File: config.mk
export PLATFORM = sky130hd
export DESIGN_NAME = lut_slice
export DESIGN_NICKNAME = d
export VERILOG_FILES = /design/src/rtl/lut_slice_pkg.sv /design/src/rtl/lut_table_core.sv /design/src/rtl/lut_join_ctrl.sv /design/src/rtl/lut_out_mux.sv /design/src/rtl/lut_slice.sv
export SDC_FILE = /design/constraint.sdc
export NUM_CORES = 1
export LEC_CHECK = 0
export BUFFER_PORTS_ARGS = -buffer_cell sky130_fd_sc_hd__buf_2
export CORE_ASPECT_RATIO = 0.5
export CORE_UTILIZATION = 50
export DETAILED_ROUTE_END_ITERATION = 10
export HOLD_SLACK_MARGIN = 0.03
export PLACE_DENSITY_LB_ADDON = 0.1
export SLEW_MARGIN = 0
export SYNTH_ARGS = -nofsm -noshare
export SYNTH_HDL_FRONTEND = slang
export SYNTH_SLANG_ARGS = --single-unit
File: constraint.sdc
create_clock -name clk -period 4.85 [get_ports clk]
set_clock_uncertainty 0.1 [all_clocks]
set_input_delay 1.2125 -clock clk [delete_from_list [all_inputs] [get_ports clk]]
set_output_delay 1.2125 -clock clk [all_outputs]
set_load 0.02 [all_outputs]
File: src/rtl/lut_slice_pkg.sv
package lut_slice_pkg;

    typedef enum logic [1:0] {
        LM_FUNC  = 2'd0,
        LM_RAM   = 2'd1,
        LM_SHIFT = 2'd2,
        LM_RSVD  = 2'd3
    } lut_mode_e;

    typedef enum logic [1:0] {
        JN_NONE = 2'd0,
        JN_DEEP = 2'd1,
        JN_WIDE = 2'd2,
        JN_DUAL = 2'd3
    } join_e;

endpackage

File: src/rtl/lut_table_core.sv
module lut_table_core
    import lut_slice_pkg::*;
#(
    parameter int DEPTH = 16,
    localparam int AW = $clog2(DEPTH)
) (
    input  logic             clk,
    input  logic             rst_n,
    input  logic             cfg_load,
    input  logic [1:0]       cfg_mode,
    input  logic [DEPTH-1:0] cfg_truth,
    input  logic             wr_en,
    input  logic [AW-1:0]    wr_addr,
    input  logic             wr_bit,
    input  logic             sh_en,
    input  logic             sh_bit,
    input  logic [AW-1:0]    rd_addr,
    output logic [DEPTH-1:0] bits_q,
    output lut_mode_e        mode_q,
    output logic             rd_bit
);

    typedef struct packed {
        logic [DEPTH-1:0] bits;
        lut_mode_e        mode;
    } tbl_st_t;

    tbl_st_t st_d, st_q;

    always_comb begin
        st_d = st_q;
        if (cfg_load) begin
            st_d.bits = cfg_truth;
            st_d.mode = (cfg_mode == LM_RSVD) ? LM_FUNC : lut_mode_e'(cfg_mode);
        end else begin
            case (st_q.mode)
                LM_RAM: begin
                    if (wr_en) begin
                        st_d.bits[wr_addr] = wr_bit;
                    end
                end
                LM_SHIFT: begin
                    if (sh_en) begin
                        st_d.bits = {st_q.bits[DEPTH-2:0], sh_bit};
                    end
                end
                default: begin
                    st_d = st_q;
                end
            endcase
        end
    end

    always_ff @(posedge clk or negedge rst_n) begin
        if (!rst_n) begin
            st_q <= '{bits: '0, mode: LM_FUNC};
        end else begin
            st_q <= st_d;
        end
    end

    assign bits_q = st_q.bits;
    assign mode_q = st_q.mode;
    assign rd_bit = st_q.bits[rd_addr];

endmodule

File: src/rtl/lut_join_ctrl.sv
module lut_join_ctrl
    import lut_slice_pkg::*;
#(
    parameter int AW = 4
) (
    input  lut_mode_e   mode_a,
    input  lut_mode_e   mode_b,
    input  join_e       join_q,
    input  logic [AW-1:0] addr_a,
    input  logic [AW-1:0] addr_b,
    input  logic        addr_hi,
    input  logic        din_a,
    input  logic        din_b,
    input  logic        we_a,
    input  logic        we_b,
    output join_e       eff_join,
    output logic [1:0]  wr_en,
    output logic [1:0]  wr_bit,
    output logic [1:0]  sh_en,
    output logic [1:0]  sh_bit,
    output logic [AW-1:0] wr_addr [2],
    output logic [AW-1:0] rd_addr [2]
);

    always_comb begin
        eff_join   = (mode_a == LM_RAM && mode_b == LM_RAM) ? join_q : JN_NONE;
        wr_en      = {we_b, we_a};
        wr_bit     = {din_b, din_a};
        sh_en      = {we_b, we_a};
        sh_bit     = {din_b, din_a};
        wr_addr[0] = addr_a;
        wr_addr[1] = addr_b;
        rd_addr[0] = addr_a;
        rd_addr[1] = addr_b;
        case (eff_join)
            JN_DEEP: begin
                wr_en      = {we_a & addr_hi, we_a & ~addr_hi};
                wr_bit     = {din_a, din_a};
                wr_addr[1] = addr_a;
                rd_addr[1] = addr_a;
            end
            JN_WIDE: begin
                wr_en      = {we_a, we_a};
                wr_addr[1] = addr_a;
                rd_addr[1] = addr_a;
            end
            JN_DUAL: begin
                wr_en      = {we_a, we_a};
                wr_bit     = {din_a, din_a};
                wr_addr[1] = addr_a;
            end
            default: begin
                wr_en = {we_b, we_a};
            end
        endcase
    end

endmodule

File: src/rtl/lut_out_mux.sv
module lut_out_mux
    import lut_slice_pkg::*;
(
    input  join_e      eff_join,
    input  logic [1:0] rd_bit,
    input  logic       addr_hi,
    output logic       out_a,
    output logic       out_b,
    output logic       out_join
);

    always_comb begin
        out_a = rd_bit[0];
        out_b = rd_bit[1];
        case (eff_join)
            JN_DEEP: out_join = addr_hi ? rd_bit[1] : rd_bit[0];
            JN_WIDE: out_join = rd_bit[0];
            JN_DUAL: out_join = rd_bit[1];
            default: out_join = 1'b0;
        endcase
    end

endmodule

File: src/rtl/lut_slice.sv
module lut_slice
    import lut_slice_pkg::*;
#(
    parameter int DEPTH = 16,
    localparam int AW = $clog2(DEPTH)
) (
    input  logic             clk,
    input  logic             rst_n,
    input  logic             cfg_load,
    input  logic             cfg_slot,
    input  logic [1:0]       cfg_mode,
    input  logic [1:0]       cfg_join,
    input  logic [DEPTH-1:0] cfg_truth,
    input  logic [AW-1:0]    addr_a,
    input  logic [AW-1:0]    addr_b,
    input  logic             addr_hi,
    input  logic             din_a,
    input  logic             din_b,
    input  logic             we_a,
    input  logic             we_b,
    output logic             out_a,
    output logic             out_b,
    output logic             out_join
);

    typedef struct packed {
        join_e jn;
    } slice_st_t;

    slice_st_t st_d, st_q;

    logic [DEPTH-1:0] tbl_q   [2];
    lut_mode_e        tbl_mode [2];
    logic [1:0]       rd_bit;
    join_e            eff_join;
    logic [1:0]       wr_en, wr_bit, sh_en, sh_bit;
    logic [AW-1:0]    wr_addr [2];
    logic [AW-1:0]    rd_addr [2];

    always_comb begin
        st_d = st_q;
        if (cfg_load) begin
            st_d.jn = join_e'(cfg_join);
        end
    end

    always_ff @(posedge clk or negedge rst_n) begin
        if (!rst_n) begin
            st_q <= '{jn: JN_NONE};
        end else begin
            st_q <= st_d;
        end
    end

    lut_join_ctrl #(.AW(AW)) u_join (
        .mode_a  (tbl_mode[0]),
        .mode_b  (tbl_mode[1]),
        .join_q  (st_q.jn),
        .addr_a  (addr_a),
        .addr_b  (addr_b),
        .addr_hi (addr_hi),
        .din_a   (din_a),
        .din_b   (din_b),
        .we_a    (we_a),
        .we_b    (we_b),
        .eff_join(eff_join),
        .wr_en   (wr_en),
        .wr_bit  (wr_bit),
        .sh_en   (sh_en),
        .sh_bit  (sh_bit),
        .wr_addr (wr_addr),
        .rd_addr (rd_addr)
    );

    for (genvar g = 0; g < 2; g++) begin : g_tbl
        lut_table_core #(.DEPTH(DEPTH)) u_core (
            .clk      (clk),
            .rst_n    (rst_n),
            .cfg_load (cfg_load && (cfg_slot == 1'(g))),
            .cfg_mode (cfg_mode),
            .cfg_truth(cfg_truth),
            .wr_en    (wr_en[g]),
            .wr_addr  (wr_addr[g]),
            .wr_bit   (wr_bit[g]),
            .sh_en    (sh_en[g]),
            .sh_bit   (sh_bit[g]),
            .rd_addr  (rd_addr[g]),
            .bits_q   (tbl_q[g]),
            .mode_q   (tbl_mode[g]),
            .rd_bit   (rd_bit[g])
        );
    end

    lut_out_mux u_out (
        .eff_join(eff_join),
        .rd_bit  (rd_bit),
        .addr_hi (addr_hi),
        .out_a   (out_a),
        .out_b   (out_b),
        .out_join(out_join)
    );

endmodule

==> flow_summary.json, run 1 <==
{
  "synth-xor-area-share": 0,
  "drive_above_1_share": 0.229,
  "layout_commonest_cell": "o21ai_0",
  "r2r-end": "g_tbl[0].u_core.bits_q[11]",
  "numCtsBuffers": 5,
  "synth_cell_types": 42,
  "port_buffers": 39,
  "cts.sinks": 38,
  "synth_simple_gate_area_frac": 0.151,
  "drtIter0Drc": 306,
  "coreArea_um2": 5710,
  "critPathMaxStageDelay_ps": 630,
  "setup_viol": 0,
  "ios": 40,
  "cp.required_ps": 3540,
  "p_per_area_nw_per_um2": 365,
  "grtUsageTotal": 0.314,
  "finalWeightedCongestion": 0.941,
  "clockBufferDepth": 2,
  "synthMuxAreaShare": 0.160,
  "drv_slew": 0,
  "cts_tree": "built",
  "ys_seq_elements": 38,
  "grt_pass1_wl_mm": 15.5,
  "start_util": 0.542,
  "htreeDepth": 2,
  "yosys.area_share.adder": 0.0364,
  "vias_per_cell": 6.93,
  "fin_nets": 420,
  "relSlewSlack": 0.171,
  "rrSetupSlack_ps": 1730,
  "final_cell_mix": "o21ai_0, nor2_1, buf_2",
  "worstMarginPinSlew_ps": 1240,
  "critPathCapture": "out_join",
  "crit_type": "reg -> out",
  "synth-seq-area-share": 0.307,
  "antenna_left": 0,
  "final.setup.worst_slack_ps": 193,
  "critPathLaunchType": "register",
  "ctsRootBufferMaster": "clkbuf_16",
  "clock.fmax_ghz": 0.215,
  "antenna_found_initial": 0,
  "reg2reg_from": "g_tbl[0].u_core.mode_q[1]",
  "area_growth_syn_to_layout_pct": 11.8,
  "synth_top_family_by_area": "compound AO/OA/AOI/OAI gates",
  "syn_area_per_cell_um2": 8.81,
  "cts_hold_buf": 0,
  "diodes": 0,
  "power.total_uw": 1260,
  "drt_first_pass_iters": 5,
  "synth_compound_area_frac": 0.297,
  "whs_ps": 422,
  "crit_arrival_ps": 3340,
  "reg2reg_depth": 10,
  "status": "complete, no violations",
  "period_share": 0.960,
  "gr-total-overflow": 0,
  "setup-tns-final_ps": 0,
  "wl_mm": 9.66,
  "clkSlewWorstSetupHoldPaths_ps": 50,
  "worstPathCellList": "inv_1 -> ha_1 -> nand3_1 -> ha_1 -> mux2i_2 -> mux4_1 -> nand2_1 -> nand4_2 -> a22o_1 -> buf_2",
  "cp_common_cell": "ha_1",
  "ys_warn_count": 0,
  "die_area_um2": 6520,
  "min_path_type": "reg -> reg",
  "syn_area_um2": 3090,
  "rows": 19,
  "insertion_delay_ps": 290,
  "leakagePower_uw": 0.00146,
  "cp_slowest_cell": "mux4_1",
  "worstSetupEndpointType": "primary output",
  "chipHeight_um": 57.6,
  "drc": 0,
  "vias": 3104,
  "crit_start": "g_tbl[0].u_core.mode_q[1]",
  "critPathMaxFanout": 5,
  "post-route-min-period_ps": 4660,
  "post-place-ws_ps": 388,
  "grt_pass1_vias": 2945,
  "hold_viol": 0,
  "wl_per_cell_um": 21.6,
  "synthCells": 351,
  "vdd_ir_drop_max_uv": 216,
  "cap_viol_max_count": 0,
  "dp_hpwl_mm": 7.01,
  "grt_max_degree": 39,
  "synth_nets": 397,
  "rsz0062_at_grt": "no",
  "die_width_um": 113
}
stage by stage:
step,util,cells,area (um2)
2_1_floorplan,-,351,3090
3_3_place_gp,0.576,440,3290
3_5_place_dp,0.576,440,3290
4_1_cts,0.605,448,3450
5_1_grt,0.606,448,3460
6_report,0.606,448,3460
final cells by class:
class / instances / area (um2)
Clock buffer: 8 / 166
Tap cell: 73 / 91.3
Timing Repair Buffer: 41 / 210
Inverter: 10 / 37.5
Multi-Input combinational cell: 278 / 2000
Fill cell: 526 / 2250
Sequential cell: 38 / 951
where the power goes:
part	internal, uW	total, uW	switching (uW)
combinational	181	393	212
clock	233	374	141
sequential	411	496	85.0
critical path: cells and delay by family, from the launching register on:
family	cells	cell delay, ps
flip-flops	1	400
AND/OR/NAND/NOR	3	430
multiplexers	2	1080
AO/OA/AOI/OAI	1	260
adder cells (fa/ha/maj)	2	660
buffers and inverters	2	220
layer usage:
layer	track usage	wire length (um)	vias up
met5	0	0	-
met4	0.0827	202	0
met3	0.0889	969	26
met2	0.478	4140	165
met1	0.444	4350	1528
li1	-	-	1385
cells in the mapped netlist (all sizes together):
library cell   n  area, um2
o22ai          4       43.8
a32oi          5       43.8
o21ai         62        314
a21oi         20        100
buf            5       36.3
mux4           9        214
or3b           1       8.76
nor2          49        184
nor2b          4       25.0
nor3b          3       43.8
o31ai          1       7.51
nand3          3       15.0
ha             9        113
or2            2       15.0
o311ai         1       8.76
inv           10       37.5
a221oi        27        236
nand2         17       63.8
o41ai         16        140
and2           1       6.26
nor3           2       10.0
nand4          1       12.5
nand3b         1       7.51
a22o           1       8.76
mux2          18        203
nand2b        12       75.1
clkbuf        20       76.3
a21o           1       7.51
dfrtp         38        951
o21a           1       7.51
mux2i          7       77.6
worst min path at each step:
stage | startpoint | endpoint | cells after the start
final | g_tbl[0].u_core.mode_q[0] | g_tbl[0].u_core.mode_q[0] | 2
after global routing | g_tbl[0].u_core.bits_q[15] | g_tbl[0].u_core.bits_q[15] | 1
after CTS | g_tbl[1].u_core.bits_q[15] | g_tbl[1].u_core.bits_q[15] | 2
after detailed placement | g_tbl[1].u_core.bits_q[15] | g_tbl[1].u_core.bits_q[15] | 2
after global placement | g_tbl[0].u_core.mode_q[1] | g_tbl[0].u_core.mode_q[1] | 2
after floorplan | g_tbl[1].u_core.bits_q[15] | g_tbl[1].u_core.bits_q[15] | 2
registers in the layout (all words and copies together), names as in the netlist:
register / cells
g_tbl.u_core.mode_q: 4
g_tbl.u_core.bits_q: 32
st_q: 2
cell families (layout without fill, tap and decap cells):
| family | Yosys count | in the layout |
|---|---|---|
| AO/OA/AOI/OAI | 139 | 139 |
| adder cells (fa/ha/maj) | 9 | 9 |
| buffers and inverters | 35 | 59 |
| flip-flops | 38 | 38 |
| multiplexers | 34 | 34 |
| AND/OR/NAND/NOR | 96 | 96 |
what timing repair did:
| item | CTS | global route |
|---|---|---|
| gates resized for setup | 0 | 1 |
| setup endpoints to repair | 0 | 1 |
| setup buffers | 0 | 0 |
(Power assumes the default switching activity.)
==> run 2: changes to the inputs <==
--- a/config.mk
+++ b/config.mk
@@ -6,11 +6,12 @@
 export NUM_CORES = 1
 export LEC_CHECK = 0
 export BUFFER_PORTS_ARGS = -buffer_cell sky130_fd_sc_hd__buf_2
-export CORE_ASPECT_RATIO = 0.5
 export CORE_UTILIZATION = 50
 export DETAILED_ROUTE_END_ITERATION = 10
+export GPL_ROUTABILITY_DRIVEN = 0
 export HOLD_SLACK_MARGIN = 0.03
 export PLACE_DENSITY_LB_ADDON = 0.1
+export SETUP_SLACK_MARGIN = 0.2
 export SLEW_MARGIN = 0
 export SYNTH_ARGS = -nofsm -noshare
 export SYNTH_HDL_FRONTEND = slang
==> flow_summary.json, run 2 (same netlist as run 1, synthesis figures left out) <==
{
  "r2r-end": "g_tbl[0].u_core.bits_q[2]",
  "hold_viol": 0,
  "hold_depth": 2,
  "htreeDepth": 2,
  "area_growth_syn_to_layout_pct": 9.83,
  "wl_mm": 9.37,
  "critPathMaxStageDelay_ps": 590,
  "vias": 3024,
  "setup_viol": 0,
  "worstHoldStart": "g_tbl[1].u_core.bits_q[15]",
  "worstMarginPinSlew_ps": 1230,
  "worstPathCellList": "inv_1 -> ha_1 -> nand3_1 -> ha_2 -> mux2i_4 -> mux4_1 -> nand2_1 -> nand4_2 -> a22o_1 -> buf_2",
  "wl_per_cell_um": 20.8,
  "cp.buffers_inverters": 2,
  "cap_viol_max_count": 0,
  "start_util": 0.519,
  "die_area_um2": 6500,
  "leakagePower_uw": 0.00143,
  "clock.fmax_ghz": 0.222,
  "p_per_area_nw_per_um2": 333,
  "period_share": 0.929,
  "cp.required_ps": 3540,
  "drtIter0Drc": 411,
  "drive_above_1_share": 0.229,
  "min_to": "g_tbl[1].u_core.bits_q[15]",
  "relSlewSlack": 0.183,
  "rsz0062_at_grt": "no",
  "cts.sinks": 38,
  "die_width_um": 80.7,
  "gr-total-overflow": 0,
  "critPathMaxFanout": 5,
  "setup-tns-final_ps": 0,
  "antenna_left": 0,
  "clkSlewWorstSetupHoldPaths_ps": 80,
  "final_area_um2": 3400,
  "drc": 0,
  "numCtsBuffers": 5,
  "layout_commonest_cell": "o21ai_0",
  "vdd_ir_drop_max_uv": 157,
  "crit_cells": 10,
  "post-route-min-period_ps": 4510,
  "grt_pass1_wl_mm": 14.8,
  "grt_pass1_vias": 2809,
  "drv_slew": 0,
  "clockBufferDepth": 2,
  "critPathLaunchType": "register",
  "rrSetupSlack_ps": 1630,
  "vias_per_cell": 6.72,
  "crit_family": "multiplexers",
  "worstSetupEndpointType": "primary output",
  "grt_max_degree": 39,
  "reg2reg_depth": 10,
  "reg2reg_from": "g_tbl[1].u_core.mode_q[1]",
  "diodes": 0,
  "final_cell_mix": "o21ai_0, nor2_1, buf_2",
  "ff_latch_area_um2": 951,
  "crit_arrival_ps": 3190,
  "cp_slowest_cell": "mux4_1",
  "power.total_uw": 1130,
  "rows": 28,
  "post-place-ws_ps": 387,
  "antenna_found_initial": 0,
  "ctsRootBufferMaster": "clkbuf_8",
  "drt_first_pass_iters": 5,
  "largest_reg_flops": 32,
  "ios": 40,
  "place_area_um2": 3290,
  "utilization": 0.570,
  "crit_type": "reg -> out",
  "final.setup.worst_slack_ps": 343,
  "cts_setup_buffers": 0,
  "fin_nets": 420,
  "min_path_type": "reg -> reg",
  "dp_hpwl_mm": 6.75,
  "multi_input_area_um2": 2010,
  "coreArea_um2": 5960,
  "fillers": 541,
  "port_buffers": 39,
  "cts_tree": "built",
  "status": "complete, no violations",
  "grtUsageTotal": 0.307,
  "chipHeight_um": 80.7,
  "insertion_delay_ps": 310
}
-- run 2: cell count changes in the layout (fill, tap and decap cells not counted), sizes merged --
cell    change
clkinv      +1
clkbuf      -1
-- run 2: how the worst max path moves through the flow --
stage / endpoint / startpoint / slack, ps
2_1_floorplan: out_join / addr_a[0] / 610
3_3_place_gp: out_join / addr_a[0] / 470
3_5_place_dp: out_join / addr_a[0] / 390
4_1_cts: out_join / g_tbl[1].u_core.mode_q[1] / 280
5_1_grt: out_join / g_tbl[1].u_core.mode_q[1] / 190
6_report: out_join / g_tbl[1].u_core.mode_q[1] / 340
-- run 2: repair_timing --
action	CTS	global route
gates resized for setup	1	2
endpoints found under the setup margin	1	1
pin swaps	0	0
hold buffers	0	0
-- run 2: layer usage --
metal	vias up	wire length (um)	global-route usage
met3	23	833	0.0636
met4	0	238	0.121
met1	1439	4080	0.432
li1	1386	-	-
met2	176	4210	0.457
met5	-	0	0
-- run 2: area by class of cell --
cell class / count / share of cell area
multi-input cells: 278 / 0.593
repair buffers: 41 / 0.0619
clock buffers: 7 / 0.0254
inverters: 10 / 0.0110
well taps: 75 / 0.0276
flip-flops and latches: 38 / 0.280
clock inverters: 1 / 0.00147
-- run 2: worst register-to-register path: stages, from the launching register on --
cell     delay [ps]
dfrtp_1         400
inv_1            60
ha_1            220
nand3_1         180
inv_1           190
ha_1            220
nor2b_1         180
o31ai_1          80
a21oi_1         880
o21ai_0         270
mux2_2          330
-- run 2: power breakdown --
group          internal [uW]  switching, uW
clock                    115            125
sequential               410           89.0
combinational            181            209
-- run 2: per-stage QoR --
step / instances / hold WS, ps
2_1_floorplan: 351 / 362
3_3_place_gp: 442 / 394
3_5_place_dp: 442 / 396
4_1_cts: 450 / 414
5_1_grt: 450 / 423
6_report: 450 / 417
==> run 3: changes to the inputs <==
--- a/config.mk
+++ b/config.mk
@@ -6,6 +6,7 @@
 export NUM_CORES = 1
 export LEC_CHECK = 0
 export BUFFER_PORTS_ARGS = -buffer_cell sky130_fd_sc_hd__buf_2
+export CORE_ASPECT_RATIO = 0.8
 export CORE_UTILIZATION = 50
 export DETAILED_ROUTE_END_ITERATION = 10
 export GPL_ROUTABILITY_DRIVEN = 0
==> flow_summary.json, run 3 (same netlist as run 1, synthesis figures left out) <==
{
  "area_growth_syn_to_layout_pct": 10.6,
  "clock.fmax_ghz": 0.224,
  "coreArea_um2": 5940,
  "setup-tns-final_ps": 0,
  "rows": 25,
  "setup_viol": 0,
  "fin_nets": 420,
  "wl_mm": 9.40,
  "dp_hpwl_mm": 6.76,
  "period_share": 0.921,
  "antenna_found_initial": 0,
  "vdd_ir_drop_max_uv": 181,
  "layout_commonest_cell": "o21ai_0",
  "clkSlewWorstSetupHoldPaths_ps": 80,
  "reg2reg_from": "g_tbl[1].u_core.mode_q[1]",
  "crit_type": "reg -> out",
  "cts_tree": "built",
  "gr-total-overflow": 0,
  "place_area_um2": 3300,
  "numCtsBuffers": 5,
  "drt_first_pass_iters": 6,
  "hold_viol": 0,
  "crit_start": "g_tbl[1].u_core.mode_q[1]",
  "clockBufferDepth": 2,
  "diodes": 0,
  "relSlewSlack": 0.177,
  "wl_per_cell_um": 20.6,
  "htreeDepth": 2,
  "cap_viol_max_count": 0,
  "grtUsageTotal": 0.302,
  "worstMarginPinSlew_ps": 1230,
  "worstSetupEndpointType": "primary output",
  "crit_arrival_ps": 3150,
  "min_path_type": "reg -> reg",
  "post-route-min-period_ps": 4470,
  "fillers": 578,
  "status": "complete, no violations",
  "power.share.clock": 0.235,
  "grt_pass1_vias": 2836,
  "cts.sinks": 38,
  "drive_above_1_share": 0.227,
  "vias": 3071,
  "final_area_um2": 3420,
  "worstHoldStart": "g_tbl[0].u_core.bits_q[15]",
  "pwr-share-seq": 0.431,
  "drc": 0,
  "p_int_uw": 746,
  "leakagePower_uw": 0.00143,
  "cp.required_ps": 3540,
  "ios": 40,
  "final_cell_mix": "o21ai_0, nor2_1, buf_2",
  "p_per_area_nw_per_um2": 341,
  "grt_max_degree": 39,
  "pwr-share-comb": 0.335,
  "start_util": 0.520,
  "sw_frac_of_total": 0.361,
  "vias_per_cell": 6.73,
  "critPathMaxFanout": 5,
  "insertion_delay_ps": 290,
  "port_buffers": 39,
  "switching_power_uw": 421,
  "drtIter0Drc": 305,
  "grt_pass1_wl_mm": 15.2,
  "cts_hold_buf": 0,
  "die_width_um": 89.9,
  "ctsRootBufferMaster": "clkbuf_8",
  "critPathLaunchType": "register",
  "drv_slew": 0,
  "largest_reg_flops": 32,
  "die_area_um2": 6510,
  "antenna_left": 0,
  "chipHeight_um": 72.3,
  "rsz0062_at_grt": "no"
}
==> run 3: worst max-delay path, cell delays in order, from the launching register on <==
cell and delay [ps]:
dfrtp_1 400, inv_1 70, ha_1 220, nand3_1 200
ha_2 460, mux2i_4 320, mux4_1 570, nand2_1 100
nand4_2 140, a22o_1 230, buf_2 150
==> run 3: area by class of cell <==
class,count,area (um2),area share
inverter,10,37.5,0.0110
sequential,38,951,0.278
timing repair buffer,41,210,0.0615
clock buffer,7,76.3,0.0223
tap,81,101,0.0296
multi-input combinational,278,2010,0.589
clock inverter,1,30.0,0.00878
==> run 3: routing by layer <==
| metal | routed length [um] | GRT usage | up-vias |
|---|---|---|---|
| met1 | 4310 | 0.450 | 1498 |
| met4 | 143 | 0.0699 | 0 |
| li1 | - | - | 1394 |
| met5 | 0 | 0.0152 | - |
| met3 | 879 | 0.0577 | 13 |
| met2 | 4070 | 0.455 | 166 |
==> run 3: power groups by stage <==
stage,registers [uW],logic (uW),clock network [uW]
finish,502,391,274
global route,510,430,293
CTS,496,385,279
detailed placement,503,384,0
global placement,503,375,0
floorplan,459,296,0
==> run 3: path summary, 6_finish.rpt <==
path | end | slack [ps] | cells past startpoint
worst max-delay path | out_join | 380 | 10
worst min-delay path | g_tbl[0].u_core.bits_q[15] | 420 | 1
worst max register to register | g_tbl[0].u_core.bits_q[9] | 1640 | 10
worst min register to register | g_tbl[0].u_core.bits_q[15] | 420 | 1
max in group asynchronous | g_tbl[0].u_core.bits_q[11] | 3120 | 1
min in group asynchronous | g_tbl[1].u_core.bits_q[9] | 940 | 1
==> run 3: per-stage QoR <==
| step | hold slack [ps] | utilization | total power (uW) | std cells | setup WS (ps) |
|---|---|---|---|---|---|
| floorplan | 362 | - | 755 | 351 | 607 |
| global placement | 394 | 0.555 | 878 | 448 | 473 |
| detailed placement | 406 | 0.555 | 886 | 448 | 411 |
| CTS | 423 | 0.573 | 1160 | 456 | 208 |
| global route | 441 | 0.575 | 1230 | 456 | 223 |
| finish | 416 | 0.575 | 1170 | 456 | 385 |
==> run 3: what timing repair did <==
item / CTS / global route
endpoints found under the setup margin: 0 / 1
gates resized for setup: 0 / 3
setup buffers: 0 / 0
